===== src/rtl/fss_pkg.sv =====
// Shared types for the fault supervisor.
// Assumes: code values are consumed by software-visible status elsewhere.
package fss_pkg;
    typedef enum logic [2:0] {
        FC_NONE  = 3'd0,
        FC_UV    = 3'd1,
        FC_OT    = 3'd2,
        FC_SUPOV = 3'd3,
        FC_OUTOV = 3'd4,
        FC_SENSE = 3'd5
    } fault_code_e;
endpackage


===== src/rtl/fss_uvlo.sv =====
// Hysteretic supply lockout state.
// Assumes: on/off flags are already synchronised; off wins over on.
module fss_uvlo (
    input  logic clk,
    input  logic rst_n,
    input  logic on_i,
    input  logic off_i,
    output logic lock_o
);
    // Lockout register: set by off flag, cleared by on flag, else held.
    always_ff @(posedge clk) begin
        if (!rst_n)     lock_o <= 1'b1;
        else if (off_i) lock_o <= 1'b1;
        else if (on_i)  lock_o <= 1'b0;
    end
endmodule


===== src/rtl/fss_confirm.sv =====
// Consecutive-strobe confirmation of the sense shutdown flag.
// Assumes: strobe is a single-clock pulse per switching cycle.
module fss_confirm #(
    parameter int CONFIRM = 3
) (
    input  logic clk,
    input  logic rst_n,
    input  logic stb_i,
    input  logic trip_i,
    output logic sd_o
);
    localparam int CW = $clog2(CONFIRM + 1);
    localparam logic [CW-1:0] LAST = CW'(CONFIRM - 1);
    localparam logic [CW-1:0] TOP  = CW'(CONFIRM);

    logic [CW-1:0] cnt_q;

    // Count strobes seeing the trip flag; clean strobe or release clears.
    always_ff @(posedge clk) begin
        if (!rst_n)
            cnt_q <= '0;
        else if (stb_i)
            cnt_q <= trip_i ? ((cnt_q == TOP) ? TOP : cnt_q + 1'b1) : '0;
        else if (sd_o && !trip_i)
            cnt_q <= '0;
    end

    // Shutdown latch: set on the confirming strobe, held while the flag stays.
    always_ff @(posedge clk) begin
        if (!rst_n)    sd_o <= 1'b0;
        else if (sd_o) sd_o <= trip_i;
        else           sd_o <= stb_i && trip_i && (cnt_q >= LAST);
    end
endmodule


===== src/rtl/fss_prio.sv =====
// Fixed-priority encoder of active faults into the status code.
// Assumes: all inputs are registered fault states.
module fss_prio
    import fss_pkg::*;
(
    input  logic        uv_i,
    input  logic        ot_i,
    input  logic        supov_i,
    input  logic        outov_i,
    input  logic        sd_i,
    output fault_code_e code_o
);
    // Pick the highest-priority active fault.
    always_comb begin
        if (uv_i)         code_o = FC_UV;
        else if (ot_i)    code_o = FC_OT;
        else if (supov_i) code_o = FC_SUPOV;
        else if (outov_i) code_o = FC_OUTOV;
        else if (sd_i)    code_o = FC_SENSE;
        else              code_o = FC_NONE;
    end
endmodule


===== src/rtl/fault_supervisor.sv =====
// Fault supervisor gating a switching controller's PWM output.
// Assumes: all flags are synchronous digitized comparator outputs.
module fault_supervisor
    import fss_pkg::*;
#(
    parameter int CONFIRM = 3
) (
    input  logic       clk,
    input  logic       rst_n,
    input  logic       sup_on_i,
    input  logic       sup_off_i,
    input  logic       sup_ov_i,
    input  logic       out_ov_i,
    input  logic       sense_trip_i,
    input  logic       temp_hot_i,
    input  logic       temp_ok_i,
    input  logic       cyc_stb_i,
    output logic       run_en_o,
    output logic       gate_low_o,
    output logic [2:0] fault_code_o
);
    logic        uv_lock;
    logic        sd_act;
    logic        ot_q;
    logic        supov_q;
    logic        outov_q;
    fault_code_e code;

    fss_uvlo u_uvlo (
        .clk    (clk),
        .rst_n  (rst_n),
        .on_i   (sup_on_i),
        .off_i  (sup_off_i),
        .lock_o (uv_lock)
    );

    fss_confirm #(.CONFIRM(CONFIRM)) u_confirm (
        .clk    (clk),
        .rst_n  (rst_n),
        .stb_i  (cyc_stb_i),
        .trip_i (sense_trip_i),
        .sd_o   (sd_act)
    );

    // Over-temperature latch: hot sets, recovered clears.
    always_ff @(posedge clk) begin
        if (!rst_n)          ot_q <= 1'b0;
        else if (temp_hot_i) ot_q <= 1'b1;
        else if (temp_ok_i)  ot_q <= 1'b0;
    end

    // Supply over-voltage: registered copy, restarts automatically.
    always_ff @(posedge clk) begin
        if (!rst_n) supov_q <= 1'b0;
        else        supov_q <= sup_ov_i;
    end

    // Output over-voltage latch: cleared only while locked out.
    always_ff @(posedge clk) begin
        if (!rst_n)        outov_q <= 1'b0;
        else if (uv_lock)  outov_q <= 1'b0;
        else if (out_ov_i) outov_q <= 1'b1;
    end

    fss_prio u_prio (
        .uv_i    (uv_lock),
        .ot_i    (ot_q),
        .supov_i (supov_q),
        .outov_i (outov_q),
        .sd_i    (sd_act),
        .code_o  (code)
    );

    // Output mapping from the encoded status.
    always_comb begin
        fault_code_o = code;
        run_en_o     = (code == FC_NONE);
        gate_low_o   = (code != FC_NONE);
    end
endmodule


===== config.mk =====
export PLATFORM = sky130hd
export DESIGN_NAME = fault_supervisor
export DESIGN_NICKNAME = d
export VERILOG_FILES = /design/src/rtl/fss_pkg.sv /design/src/rtl/fss_uvlo.sv /design/src/rtl/fss_confirm.sv /design/src/rtl/fss_prio.sv /design/src/rtl/fault_supervisor.sv
export SDC_FILE = /design/constraint.sdc
export NUM_CORES = 1
export LEC_CHECK = 0
export CAP_MARGIN = 20
export CORE_AREA = 8 8 45 47
export CTS_CLUSTER_DIAMETER = 30
export CTS_CLUSTER_SIZE = 8
export DETAILED_ROUTE_END_ITERATION = 6
export DIE_AREA = 0 0 53 55
export PLACE_DENSITY = 0.61
export SLEW_MARGIN = 30
export SYNTH_ARGS = -nofsm -noshare
export SYNTH_HDL_FRONTEND = slang
export SYNTH_HIERARCHICAL = 1
export SYNTH_SLANG_ARGS = --single-unit
export TNS_END_PERCENT = 50

===== constraint.sdc =====
create_clock -name clk -period 1.44 [get_ports clk]
set_clock_uncertainty 0.05 [all_clocks]
set_input_delay 0.216 -clock clk [delete_from_list [all_inputs] [get_ports clk]]
set_output_delay 0.216 -clock clk [all_outputs]
set_load 0.01 [all_outputs]

Word level (Yosys, flattened, before mapping)
Index checks and enable logic that the tools add are counted.

Bitwise gates (word level): 1. Magnitude comparators: 1. Mux-type cells: 12. Add/sub/neg operators: 1. Equal/unequal tests: 1. $mul: 0. Divide/modulo/power cells: 0. Reductions and logical operators: 10. Shifts and indexed selects: 0.

Operator list (number): 2-to-1 mux 3 bit (5); 2-to-1 mux 2 bit (4); nonzero test 2 bit (2); OR reduction 2 bit (2); logical AND 1 bit (3); logical NOT 3 bit (1); 2-to-1 mux 1 bit (3); nonzero test 3 bit (1); adder 2 x 1 -> 2 bit (second input constant) (1); equality test 2 bit (second input constant) (1); greater-or-equal comparator 2 bit (second input constant) (1); logical NOT 1 bit (1); NOT 1 bit (1).

Memory bits (read-only): 0. Latch bits: 0. Flip-flop bits (word level): 7. Word-level logic and storage cells: 32. Bits of input ports: 10. RAM bits: 0. Output and inout port bits: 5. Memories kept: 0.

Longest topological paths before layout
Word-level depth: 6. Mapped depth: 4.

By module
The synthesis kept the hierarchy.

Modules (own cells, without submodules): fss_confirm (area each 126.4 µm², instances 1, sequential area each 60.1 µm², cells an instance 13); fault_supervisor (area each 105.1 µm², instances 1, sequential area each 60.1 µm², cells an instance 10); fss_prio (area each 37.5 µm², instances 1, sequential area each 0.0 µm², cells an instance 7); fss_uvlo (area each 33.8 µm², instances 1, sequential area each 20.0 µm², cells an instance 3).

Worst setup path before layout
OpenSTA, ideal clock, no wires.

Kind: register -> output. Start point: reg ot_q. End point: out gate_low_o. Arrival: 1.163 ns. Slack: 0.011 ns. Stages on the path, launching flop included: 4. Buffers on the path: 0. Required time: 1.174 ns. Cells stage by stage: dfxtp_1 -> nor4_1 -> nor3_2 -> inv_1.

Cells in the longest elaborated chain, start to end: 3.

Ends and longest elaborated chain: from (decl) (RTL line fault_supervisor.sv:24) `logic ot_q;`; from (signal assigned) (RTL line fault_supervisor.sv:47) `if (!rst_n) ot_q <= 1'b0;`; from (signal assigned) (RTL line fault_supervisor.sv:48) `else if (temp_hot_i) ot_q <= 1'b1;`; from (signal assigned) (RTL line fault_supervisor.sv:49) `else if (temp_ok_i) ot_q <= 1'b0;`; 2-to-1 mux 3 bit (RTL line fss_prio.sv:16) `else if (ot_i) code_o = FC_OT;`; 2-to-1 mux 3 bit (RTL line fss_prio.sv:15) `if (uv_i) code_o = FC_UV;`; net fault_code_o[2] (RTL line fault_supervisor.sv:20) `output logic [2:0] fault_code_o`; nonzero test 3 bit (RTL line fault_supervisor.sv:78) `gate_low_o = (code != FC_NONE);`; to (decl) (RTL line fault_supervisor.sv:19) `output logic gate_low_o,`.

The timed path passes the listed nets, and every way through them passes these cells.

Worst setup path after layout
Start point: reg u_confirm.sd_o. End point: out gate_low_o.

Cells in the longest elaborated chain, start to end: 6.

Ends and longest elaborated chain: from (decl) (RTL line fss_confirm.sv:10) `output logic sd_o`; from (signal assigned) (RTL line fss_confirm.sv:31) `else if (sd_o) sd_o <= trip_i;`; from (signal assigned) (RTL line fss_confirm.sv:32) `else sd_o <= stb_i && trip_i && (cnt_q >= LAST);`; 2-to-1 mux 3 bit (RTL line fss_prio.sv:19) `else if (sd_i) code_o = FC_SENSE;`; 2-to-1 mux 3 bit (RTL line fss_prio.sv:18) `else if (outov_i) code_o = FC_OUTOV;`; 2-to-1 mux 3 bit (RTL line fss_prio.sv:17) `else if (supov_i) code_o = FC_SUPOV;`; 2-to-1 mux 3 bit (RTL line fss_prio.sv:16); 2-to-1 mux 3 bit (RTL line fss_prio.sv:15); nonzero test 3 bit (RTL line fault_supervisor.sv:78).

Every way passes these cells.

==> flow_results.xml <==
<?xml version="1.0" encoding="UTF-8"?>
<metrics>
  <group name="clock_network">
    <metric name="tritoncts.num_buffers" unit="">3</metric>
    <metric name="insertion_delay" unit="ns">0.24</metric>
    <metric name="clock_tree.buffer_depth" unit="">2</metric>
    <metric name="maximum_level_of_the_cts_h_tree" unit="">1</metric>
    <metric name="clk_transition_reported_paths" unit="ns">0.05</metric>
    <metric name="cts-root-buf" unit="">clkbuf_4</metric>
    <metric name="cts_tree" unit="">done</metric>
    <metric name="cts-hold-fix-buffers" unit="">0</metric>
    <metric name="tritoncts_num_sinks" unit="">7</metric>
  </group>
  <group name="detailed_routing">
    <metric name="drtAntennaViolNets" unit="">0</metric>
    <metric name="drc_errors" unit="">0</metric>
    <metric name="drtIter0Drc" unit="">6</metric>
    <metric name="vias" unit="">308</metric>
    <metric name="wire_per_inst" unit="um">10.53</metric>
    <metric name="totalWireLength" unit="um">758</metric>
    <metric name="first_pass_iteration_count_of_the_detailed_router" unit="">2</metric>
    <metric name="viasPerCell" unit="">4.278</metric>
  </group>
  <group name="floorplanning">
    <metric name="io_pins" unit="">15</metric>
    <metric name="fp.dieW" unit="um">53</metric>
    <metric name="floorplan.core_area" unit="um2">1384</metric>
    <metric name="initial_core_util" unit="%">21.88</metric>
    <metric name="die_h" unit="um">55</metric>
    <metric name="die_outline_area" unit="um2">2915</metric>
    <metric name="placement_row_count" unit="">14</metric>
  </group>
  <group name="worst_hold_path">
    <metric name="hold_path_class" unit="">reg2reg</metric>
  </group>
  <group name="sta">
    <metric name="max_slew_margin" unit="%">81.12</metric>
    <metric name="finalSetupViolCount" unit="">4</metric>
    <metric name="final_max_slew_viol_count" unit="">0</metric>
    <metric name="worst_slew_pin_slew" unit="ns">0.2810</metric>
    <metric name="timing.fmax" unit="MHz">648.9</metric>
    <metric name="rsz0062_at_grt" unit="">true</metric>
    <metric name="period_utilisation_layout" unit="%">107.0</metric>
    <metric name="finalWorstSetupSlack" unit="ns">-0.1011</metric>
    <metric name="timing.final.hold_violations" unit="">0</metric>
    <metric name="fin_setup_tns" unit="ns">-0.2630</metric>
    <metric name="final_period_minus_worst_setup_slack" unit="ns">1.541</metric>
  </group>
  <group name="synthesis">
    <metric name="synth.distinct_cells" unit="">19</metric>
    <metric name="synth_edf_count" unit="">0</metric>
    <metric name="postSynth.asyncResetShare" unit="%">0</metric>
    <metric name="synth_common_cells" unit="">dfxtp_1 (7), nor2_1 (6), inv_1 (2), nand2_1 (2), nor3b_1 (2)</metric>
    <metric name="per_instance_average_area_after_synthesis" unit="um2">9.175</metric>
    <metric name="synth-warning-count" unit="">6</metric>
    <metric name="syn_inst" unit="">33</metric>
    <metric name="ys_top_cells_by_area" unit="">dfxtp_1 (46%), nor2_1 (7.4%), nor3b_1 (5.0%), nor4b_2 (5.0%), and3b_2 (3.3%)</metric>
    <metric name="synth-seq-area-share" unit="%">46.28</metric>
    <metric name="syn-num-nets" unit="">43</metric>
    <metric name="ys_ff_latch" unit="">7</metric>
    <metric name="synth.most_common_cell" unit="">dfxtp_1</metric>
    <metric name="syn_area" unit="um2">302.8</metric>
    <metric name="yosysTopAreaCell" unit="">dfxtp_1</metric>
    <metric name="synth_top_area_share" unit="%">46.28</metric>
    <metric name="synth_top_flop_cell" unit="">dfxtp_1</metric>
  </group>
  <group name="power">
    <metric name="power.density" unit="nW/um2">812.3</metric>
    <metric name="power.ir.vdd_worst" unit="mV">0.5408</metric>
    <metric name="power_leakage" unit="nW">0.2212</metric>
  </group>
  <group name="worst_setup_path">
    <metric name="timing.critical_path.to_type" unit="">output port</metric>
    <metric name="critical_path.max_stage_delay" unit="ns">0.31</metric>
    <metric name="path_cells" unit="">buf_4, buf_6, nor2_4, nor4_4, nor3_4, inv_1, buf_2</metric>
    <metric name="worst_r2r_path_depth" unit="">5</metric>
    <metric name="worst-r2r-setup-slack" unit="ns">0.20</metric>
    <metric name="timing.critical_path.arrival" unit="ns">1.28</metric>
    <metric name="worst_path_buf_inv" unit="">4</metric>
    <metric name="startpoint_kind_of_the_worst_setup_timing_path" unit="">register</metric>
    <metric name="crit_family" unit="">buffers and inverters</metric>
    <metric name="required" unit="ns">1.17</metric>
    <metric name="slowest_stage" unit="">dfxtp_2</metric>
    <metric name="r2r-end" unit="">u_confirm/cnt_q[0]$_SDFFE_PN0P_</metric>
    <metric name="critical_path.reg2reg.startpoint" unit="">u_confirm/sd_o$_SDFF_PN0_</metric>
    <metric name="setup.worst_path.end" unit="">gate_low_o</metric>
    <metric name="worst-path-max-fanout" unit="">2</metric>
    <metric name="worstSetupPathType" unit="">reg2out</metric>
    <metric name="worst-path-stages" unit="">7</metric>
    <metric name="setup.worst_path.start" unit="">u_confirm/sd_o$_SDFF_PN0_</metric>
  </group>
  <group name="placement">
    <metric name="io_buffers" unit="">14</metric>
    <metric name="dp_slack" unit="ns">-0.3306</metric>
    <metric name="finalWeightedCongestion" unit="">0.6804</metric>
    <metric name="hpwl" unit="um">620</metric>
  </group>
  <group name="final_layout">
    <metric name="net_total_in_the_final_layout" unit="">67</metric>
    <metric name="diodes" unit="">0</metric>
    <metric name="num-fill-cells" unit="">145</metric>
    <metric name="synthToLayoutAreaGrowth" unit="%">83.47</metric>
    <metric name="layout-drive-gt1-share" unit="%">39.29</metric>
  </group>
  <group name="global_route">
    <metric name="globalRouteTotalUtil" unit="%">5.476</metric>
    <metric name="grt_first_pass_wirelength" unit="mm">1.145</metric>
    <metric name="remaining_overflow_grt" unit="">0</metric>
    <metric name="first_global_vias" unit="">285</metric>
    <metric name="grt_antenna_before_repair" unit="">0</metric>
    <metric name="maximum_number_of_pins_on_one_net_before_global_route_repair" unit="">9</metric>
  </group>
  <group name="outcome">
    <metric name="violations" unit="">setup timing</metric>
    <metric name="run_status" unit="">finished, violations left</metric>
  </group>
  <group name="flow_run">
    <metric name="drv.max_cap_violation_count" unit="">0</metric>
  </group>
</metrics>
flip-flops by register name, summed over array words and instances, names as in the netlist:
signal and count:
u_confirm/cnt_q 2, ot_q 1, outov_q 1, supov_q 1, u_confirm/sd_o 1, u_uvlo/lock_o 1
per-layer routing:
metal,track usage [%],share of wire (%)
met1,5.657,39
met2,7.617,53
met4,6.466,1.2
met3,2.406,7.3
met5,0,0
area by class of cell:
type,instances,area (um2),share of cell area (%)
clock buffers,4,26.28,4.730
inverters,2,7.507,1.351
multi-input cells,24,186.4,33.56
flip-flops and latches,7,146.4,26.35
well taps,16,20.02,3.604
repair buffers,19,168.9,30.41
stage by stage:
step / area, um2 / util [%] / instances / total power [mW] / hold slack, ns
after floorplan: 302.8 / - / 33 / 0.2370 / 0.2491
after global placement: 493.0 / 35.62 / 67 / 0.2819 / 0.4153
after detailed placement: 493.0 / 35.62 / 67 / 0.2826 / 0.4201
after CTS: 548.0 / 39.60 / 71 / 0.4601 / 0.4269
after global routing: 555.5 / 40.14 / 72 / 0.4775 / 0.4668
final: 555.5 / 40.14 / 72 / 0.4513 / 0.4259
tightest hold or removal path: cells and delay by family (launching register included):
| kind | cells | cell delay (ns) |
|---|---|---|
| DFF | 1 | 0.32 |
| AOI/OAI and AO/OA | 1 | 0.06 |
| and+or+nand+nor | 1 | 0.05 |
cell usage in the layout, fill, tap and decap left out, types with 2 or more instances in the layout:
| master | n |
|---|---|
| buf_4 | 4 |
| nor2_1 | 4 |
| dfxtp_2 | 2 |
| nor3b_1 | 2 |
| inv_1 | 2 |
| dfxtp_1 | 4 |
| buf_2 | 3 |
| nand2_1 | 2 |
| clkbuf_4 | 3 |
| clkdlybuf4s15_2 | 2 |
| clkdlybuf4s50_1 | 9 |
power breakdown:
part	leakage [nW]	switching, mW	internal (mW)
combinational	0.147	0.0243	0.0444
clock	0.0150	0.0649	0.105
sequential	0.0591	0.0100	0.202
total	0.221	0.0992	0.352
cells by family (layout without fill, tap and decap cells):
kind of cell / after synthesis / in the layout / share of synthesized area (%)
buffers and inverters: 2 / 25 / 2.480
DFF: 7 / 7 / 46.28
and+or+nand+nor: 19 / 19 / 39.26
AOI/OAI and AO/OA: 5 / 5 / 11.98
worst min-delay path by stage:
stage	slack, ns	cells after the start	from	to
2_1_floorplan	0.25	1	rst_n	u_uvlo/lock_o$_SDFFE_PP1P_
3_3_place_gp	0.42	2	u_confirm/cnt_q[1]$_SDFFE_PN0P_	u_confirm/cnt_q[1]$_SDFFE_PN0P_
3_5_place_dp	0.42	2	u_confirm/cnt_q[1]$_SDFFE_PN0P_	u_confirm/cnt_q[1]$_SDFFE_PN0P_
4_1_cts	0.43	2	u_confirm/cnt_q[1]$_SDFFE_PN0P_	u_confirm/cnt_q[1]$_SDFFE_PN0P_
5_1_grt	0.47	2	u_confirm/cnt_q[1]$_SDFFE_PN0P_	u_confirm/cnt_q[1]$_SDFFE_PN0P_
6_report	0.43	2	u_confirm/cnt_q[1]$_SDFFE_PN0P_	u_confirm/cnt_q[1]$_SDFFE_PN0P_
what timing repair did:
action,4_1_cts,5_1_grt
cloned,0,0
gates resized for setup,29,0
endpoints found under the setup margin,5,5
buffers inserted,1,1
pin swaps,4,1
Note: power is estimated with default switching activity, not from simulation.
